### config.mk
export PLATFORM = sky130hd
export DESIGN_NAME = ptag_tlb
export DESIGN_NICKNAME = d
export VERILOG_FILES = /design/src/rtl/ptlb_pkg.sv /design/src/rtl/ptlb_prio_enc.sv /design/src/rtl/ptlb_match.sv /design/src/rtl/ptlb_victim.sv /design/src/rtl/ptag_tlb.sv
export SDC_FILE = /design/constraint.sdc
export NUM_CORES = 2
export LEC_CHECK = 0
export BUFFER_PORTS_ARGS = -buffer_cell sky130_fd_sc_hd__buf_2
export CAP_MARGIN = 10
export CORE_MARGIN = 1.5
export CORE_UTILIZATION = 45
export DETAILED_ROUTE_END_ITERATION = 16
export MAX_ROUTING_LAYER = met4
export SLEW_MARGIN = 20
export SYNTH_ARGS = -nofsm -noshare
export SYNTH_HDL_FRONTEND = slang
export SYNTH_SLANG_ARGS = --single-unit
### constraint.sdc
create_clock -name clk -period 9.81 [get_ports clk]
set_input_delay 0.981 -clock clk [delete_from_list [all_inputs] [get_ports clk]]
set_output_delay 0.981 -clock clk [all_outputs]
set_load 0.02 [all_outputs]
### src/rtl/ptlb_pkg.sv
// Package: shared widths and the entry record for the process-tagged TLB.
// Assumes every width here is fixed across one chip build.
package ptlb_pkg;
    parameter int VPN_W = 20;
    parameter int PPN_W = 20;
    parameter int PID_W = 8;

    typedef struct packed {
        logic             valid;
        logic             dirty;
        logic             writable;
        logic             user;
        logic [PID_W-1:0] pid;
        logic [VPN_W-1:0] vpn;
        logic [PPN_W-1:0] ppn;
    } tlb_entry_t;
endpackage

### src/rtl/ptlb_prio_enc.sv
// Priority encoder: returns the index of the lowest set bit of vec and a flag
// telling whether any bit is set. Assumes N >= 2.
module ptlb_prio_enc #(
    parameter int N = 32,
    localparam int W = $clog2(N)
) (
    input  logic [N-1:0] vec,
    output logic [W-1:0] idx,
    output logic         any
);
    // Scan from the top so the lowest set bit is the last one written.
    always_comb begin
        idx = '0;
        for (int i = N - 1; i >= 0; i--) begin
            if (vec[i]) idx = W'(i);
        end
    end

    // Reduction OR of the request vector.
    assign any = |vec;
endmodule

### src/rtl/ptlb_match.sv
// Compare array: one comparator per entry. The identifier is compared only
// when use_pid is high. Purely combinational.
module ptlb_match #(
    parameter int ENTRIES = 32
) (
    input  ptlb_pkg::tlb_entry_t            ent [ENTRIES],
    input  logic [ptlb_pkg::VPN_W-1:0]      vpn,
    input  logic [ptlb_pkg::PID_W-1:0]      pid,
    input  logic                            use_pid,
    output logic [ENTRIES-1:0]              match
);
    for (genvar g = 0; g < ENTRIES; g++) begin : g_cmp
        // Entry g matches when it is valid, the page agrees, and (if tagged) the identifier agrees.
        assign match[g] = ent[g].valid && (ent[g].vpn == vpn)
                          && (!use_pid || (ent[g].pid == pid));
    end
endmodule

### src/rtl/ptlb_victim.sv
// Victim picker: prefers the lowest invalid entry. When none is free it hands
// back the round-robin pointer and raises full.
module ptlb_victim #(
    parameter int ENTRIES = 32,
    localparam int IDX_W = $clog2(ENTRIES)
) (
    input  logic [ENTRIES-1:0] valid_vec,
    input  logic [IDX_W-1:0]   rr_ptr,
    output logic [IDX_W-1:0]   victim,
    output logic               full
);
    logic [IDX_W-1:0] free_idx;
    logic             free_any;

    ptlb_prio_enc #(.N(ENTRIES)) u_free_enc (
        .vec (~valid_vec),
        .idx (free_idx),
        .any (free_any)
    );

    // Choose a free slot first, else the pointer.
    assign victim = free_any ? free_idx : rr_ptr;
    assign full   = !free_any;
endmodule

### src/rtl/ptag_tlb.sv
// Fully associative, process-tagged translation cache with permission check.
// Lookup is combinational over registered entries. Fill, flush, invalidate
// and dirty-set take effect at the next rising edge.
// Assumes a mode change is accompanied by a flush, and that the walker
// fills only the translation a miss asked for.
module ptag_tlb #(
    parameter int ENTRIES = 32,
    localparam int IDX_W = $clog2(ENTRIES),
    localparam int VPN_W = ptlb_pkg::VPN_W,
    localparam int PPN_W = ptlb_pkg::PPN_W,
    localparam int PID_W = ptlb_pkg::PID_W
) (
    input  logic             clk,
    input  logic             rst_n,
    input  logic             tagged_mode,
    input  logic [PID_W-1:0] cur_pid,
    input  logic             lk_valid,
    input  logic [VPN_W-1:0] lk_vpn,
    input  logic             lk_write,
    input  logic             lk_user,
    output logic             lk_hit,
    output logic             lk_miss,
    output logic [PPN_W-1:0] lk_ppn,
    output logic             lk_fault,
    output logic             lk_dirty_req,
    input  logic             fill_valid,
    input  logic [VPN_W-1:0] fill_vpn,
    input  logic [PPN_W-1:0] fill_ppn,
    input  logic             fill_writable,
    input  logic             fill_user,
    input  logic             fill_dirty,
    input  logic             pdbr_write,
    input  logic             inv_valid,
    input  logic [PID_W-1:0] inv_pid
);
    import ptlb_pkg::*;

    tlb_entry_t         ent_q [ENTRIES];
    logic [IDX_W-1:0]   rr_q;
    logic [ENTRIES-1:0] valid_vec;
    logic [ENTRIES-1:0] lk_match, fl_match;
    logic [IDX_W-1:0]   hit_idx, fl_idx, vic_idx, tgt_idx;
    logic               lk_any, fl_any, tbl_full;
    logic               flush_all, replace_evt;
    tlb_entry_t         hit_ent, new_ent;

    // Gather the valid flags into a vector for the victim picker.
    for (genvar g = 0; g < ENTRIES; g++) begin : g_vld
        assign valid_vec[g] = ent_q[g].valid;
    end

    ptlb_match #(.ENTRIES(ENTRIES)) u_lk_match (
        .ent (ent_q), .vpn (lk_vpn), .pid (cur_pid),
        .use_pid (tagged_mode), .match (lk_match)
    );
    ptlb_prio_enc #(.N(ENTRIES)) u_lk_enc (
        .vec (lk_match), .idx (hit_idx), .any (lk_any)
    );
    ptlb_match #(.ENTRIES(ENTRIES)) u_fl_match (
        .ent (ent_q), .vpn (fill_vpn), .pid (cur_pid),
        .use_pid (tagged_mode), .match (fl_match)
    );
    ptlb_prio_enc #(.N(ENTRIES)) u_fl_enc (
        .vec (fl_match), .idx (fl_idx), .any (fl_any)
    );
    ptlb_victim #(.ENTRIES(ENTRIES)) u_victim (
        .valid_vec (valid_vec), .rr_ptr (rr_q),
        .victim (vic_idx), .full (tbl_full)
    );

    // Lookup result and the permission check, same cycle.
    always_comb begin
        hit_ent      = ent_q[hit_idx];
        lk_hit       = lk_valid && lk_any;
        lk_miss      = lk_valid && !lk_any;
        lk_ppn       = lk_hit ? hit_ent.ppn : '0;
        lk_fault     = lk_hit && ((lk_user && !hit_ent.user) ||
                                  (lk_write && !hit_ent.writable));
        lk_dirty_req = lk_hit && lk_write && !lk_fault && !hit_ent.dirty;
    end

    // Fill target, replacement event, and the record to be written.
    always_comb begin
        tgt_idx      = fl_any ? fl_idx : vic_idx;
        replace_evt  = fill_valid && !fl_any && tbl_full;
        flush_all    = pdbr_write && !tagged_mode;
        new_ent          = '0;
        new_ent.valid    = 1'b1;
        new_ent.dirty    = fill_dirty;
        new_ent.writable = fill_writable;
        new_ent.user     = fill_user;
        new_ent.pid      = cur_pid;
        new_ent.vpn      = fill_vpn;
        new_ent.ppn      = fill_ppn;
    end

    // Round-robin pointer: moves on replacement of a valid entry only.
    always_ff @(posedge clk) begin
        if (!rst_n)           rr_q <= '0;
        else if (replace_evt) rr_q <= (rr_q == IDX_W'(ENTRIES - 1)) ? '0 : rr_q + 1'b1;
    end

    // Per-entry update. Order: dirty set, then flush/invalidate, then fill.
    for (genvar g = 0; g < ENTRIES; g++) begin : g_ent
        always_ff @(posedge clk) begin
            if (!rst_n) begin
                ent_q[g] <= '0;
            end else begin
                if (lk_dirty_req && hit_idx == IDX_W'(g)) ent_q[g].dirty <= 1'b1;
                if (flush_all || (inv_valid && ent_q[g].pid == inv_pid))
                    ent_q[g].valid <= 1'b0;
                if (fill_valid && tgt_idx == IDX_W'(g)) ent_q[g] <= new_ent;
            end
        end
    end

    // hit and miss never together, neither without a request.
    a_r2_hit_miss_excl: assert property (@(posedge clk) disable iff (!rst_n)
        !(lk_hit && lk_miss) && (lk_valid || (!lk_hit && !lk_miss)));
    // in tagged mode no two entries answer the same lookup.
    a_r3_single_match: assert property (@(posedge clk) disable iff (!rst_n)
        tagged_mode |-> $onehot0(lk_match));
    // a flush-mode base register write with no fill empties the table.
    a_r4_flush_empties: assert property (@(posedge clk) disable iff (!rst_n)
        (pdbr_write && !tagged_mode && !fill_valid) |=> (valid_vec == '0));
    // the pointer stays put unless a full-table replacement happens.
    a_r7_ptr_hold: assert property (@(posedge clk) disable iff (!rst_n)
        !replace_evt |=> $stable(rr_q));
    // a fault is only reported on a hit.
    a_r8_fault_on_hit: assert property (@(posedge clk) disable iff (!rst_n)
        lk_fault |-> lk_hit);
    // a dirty request comes from a permitted write hit.
    a_r9_dirty_req_ok: assert property (@(posedge clk) disable iff (!rst_n)
        lk_dirty_req |-> (lk_hit && lk_write && !lk_fault));
    // the requested entry carries its dirty flag afterwards.
    a_r9_dirty_sticks: assert property (@(posedge clk) disable iff (!rst_n)
        (lk_dirty_req && !pdbr_write && !inv_valid && !fill_valid)
        |=> ent_q[$past(hit_idx)].dirty);
endmodule

==> summary.txt <==
Run status
  – Status: finished, final reports clean

Setup path
  – Worst setup path class: in -> out
  – CP Data Required Time: 8.83 ns
  – Startpoint types: input port
  – Crit-path leading delay family: simple AND/OR/NAND/NOR gates
  – Critical path peak fanout: 52
  – Crit. End Element: output pin
  – Cell Chain, Critical Path: buf_2, buf_4, xnor2_1, nand4_1, nor3_1, nand4_1, nand2_1, o2111ai_1, a21oi_2, nand2_8, mux2_2, a222oi_1, o22ai_1, or2_1, a21oi_1, buf_2
  – CP bufs+invs: 3
  – Slowest-stage cell, CP: buf_4
  – Slowest cell delay on critical path: 0.63 ns
  – WP data arrival: 7.22 ns

Min path
  – Min-delay worst type: reg -> reg

STA
  – Maximum clock frequency: 122 MHz
  – Setup_tns: 0 ns
  – RSZ-0062 raised after global routing: no
  – Worst slew margin: 12.1%
  – Slew of the pin with the lowest slew margin: approximately 1.3 ns
  – Period utilisation layout: 83.5%
  – Final-report max-slew violation count: 0
  – Post-layout min period: 8.20 ns
  – Setup Viol. Count Final: 0
  – Final Hold Viols: 0
  – Clk_skew: about 0.033 ns

Synthesis
  – Synth top area share: between 30% and 40%
  – Post-Syn Area: 89700 sq um
  – Sequential element share of the synthesized area: 37.3%
  – Post-synthesis cell type count: 93
  – Syn_area_per_cell: 9.15 sq um
  – Ys Warns: 0
  – Synth area leaders: dfxtp_1 37%, mux2i_1 21%, xnor2_1 15%, nor2_1 6.6%, nand4_1 3.4%
  – Syn nets: 9886
  – Ys async rst share: 0%
  – Post-synthesis cell count: 9796
  – EDFF count, synth: 0
  – Area leader, netlist: dfxtp_1
  – Yosys reg bits: 1669
  – Most used DFF post-synth: dfxtp_1

Detailed routing
  – DRC violations left: 0
  – WL final: between 300000 and 400000 um
  – Post-route ant nets: 0
  – Drt pass-1 iters: 6
  – Via count: 70200
  – Routed length per instance: ~26 um
  – Via density: 5.76
  – DRT iter0 DRCs: 6267

GRT
  – Grt total ovfl: 0
  – Vias in the first global route: 68200
  – Initial antenna violation count: 5
  – First-pass GRT wire length: roughly 460000 um
  – Largest net degree at the start of global routing: 240
  – GR Util All Layers: 31.0%

Pwr
  – Pwr dens: roughly 150 nW/um^2
  – Peak supply drop: 0.142 mV
  – Pleak: 41.4 nW

Clock network
  – Skew-Pair Late Insertion Delay: 0.86 ns
  – Post-CTS Setup Inserts: 0
  – Longest Clk Path Bufs: 3
  – Clk sinks: 1669
  – Post-CTS Hold Buffers: 0
  – CTS Buf Count: roughly 180
  – H-tree depth: 4
  – Post-CTS resize count: 0
  – CTS Root Cell: clkbuf_16
  – Clock Pin Slew Worst Setup and Hold Paths: about 0.06 ns
  – TritonCTS clock tree: yes

Floorplan
  – Die footprint: about 200000 sq um
  – Core Rows: 163
  – Die X: 449 um
  – Die extent in y: 449 um
  – I/O Pins: 112
  – Initial Utilization: 45.4%
  – Core area: 198000 sq um

Finish
  – Synth-to-Final Area Change: 8.53%
  – Most common cell after layout, fill and taps aside: mux2i_1
  – Most frequent cells in the layout: 1925 x mux2i_1, 1669 x dfxtp_1, 1586 x nor2_1, 1537 x xnor2_1, 490 x nand4_1
  – Post-layout util: 49.2%
  – Share of layout cells above drive strength 1: 7.28%
  – Nets: 9496
  – Design area: 97300 sq um

Placed design
  – Dpl cell area: 91300 sq um
  – DP HPWL: 192000 um
  – Gpl congestion: about 1
  – Number of port buffers: 111

Job
  – Max Cap Viol: 0
per-stage QoR:
| stage | power [W] | instances | setup WS (ns) | hold slack, ns |
|---|---|---|---|---|
| detailed placement | 0.00811 | 11900 | 1.69 | 0.443 |
| global placement | 0.00810 | 11900 | 1.73 | 0.436 |
| global route | 0.0154 | 12200 | 1.47 | 0.470 |
| floorplan | 0.00779 | 9796 | 4.12 | 0.427 |
| finish | 0.0149 | 12200 | 1.61 | 0.451 |
| CTS | 0.0150 | 12200 | 1.70 | 0.451 |
worst register-to-register path: cells and delay by family, from the launching register on:
| kind | cells | cell delay, ns |
|---|---|---|
| flops | 1 | 0.43 |
| simple gates | 7 | 2.69 |
| mux | 1 | 0.28 |
| buf+inv | 3 | 1.55 |
| compound gates | 4 | 1.02 |
| xor+xnor | 1 | 0.15 |
per-layer routing:
metal	global-route usage, %	vias to the layer above	wire length [um]
li1	-	32400	-
met1	37.1	34500	127000
met2	50.0	2540	146000
met3	4.10	790	19400
met4	18.2	0	21400
met5	-	-	0
cells by family after synthesis:
family                   count (synthesis)  synth area share (%)
buffers and inverters                  909                  4.91
multiplexers                          1944                  21.7
flip-flops                            1669                  37.3
AO/OA/AOI/OAI                          568                  4.00
XOR/XNOR                              1792                  17.5
adder cells (fa/ha/maj)                  2                0.0279
AND/OR/NAND/NOR                       2912                  14.5
worst paths after layout:
path	start	endpoint	slack (ns)	depth (start not counted)
worst min-delay path	ent_q[847]$_SDFFE_PN0P_	ent_q[847]$_SDFFE_PN0P_	0.45	2
worst min register to register	ent_q[847]$_SDFFE_PN0P_	ent_q[847]$_SDFFE_PN0P_	0.45	2
worst max-delay path	lk_vpn[7]	lk_dirty_req	1.61	16
worst max register to register	ent_q[607]$_SDFFE_PN0P_	ent_q[263]$_SDFFE_PN0P_	3.53	16
final cells by class:
class / instances / area, sq um
Clock inverter: 57 / 568
Clock buffer: 272 / 5420
Tap cell: 2640 / 3300
Timing Repair Buffer: 305 / 2240
Antenna cell: 1 / 2.50
Inverter: 30 / 120
Multi-Input combinational cell: 7218 / 52200
Fill cell: 18500 / 100000
Sequential cell: 1669 / 33400
report_power, final:
part / internal, W / switching [W]
registers: 0.00680 / 0.0000247
clock network: 0.00402 / 0.00293
logic: 0.000367 / 0.000787
total: 0.0112 / 0.00374
flip-flops by register name, summed over array words and instances (netlist names):
name / cells
ent_q: 1664
rr_q: 5
Yosys cell counts (68+ instances only):
cell and number:
mux2i_1 1925, o22ai_1 82, buf_2 227, xnor2_1 1537, buf_6 68, nand4_1 490, nand3_1 72, nor3_1 161
clkbuf_1 468, dfxtp_1 1669, nand2_1 426, a21oi_1 231, xor2_1 252, nor2_1 1587
Note: power is estimated with default switching activity, not from simulation.
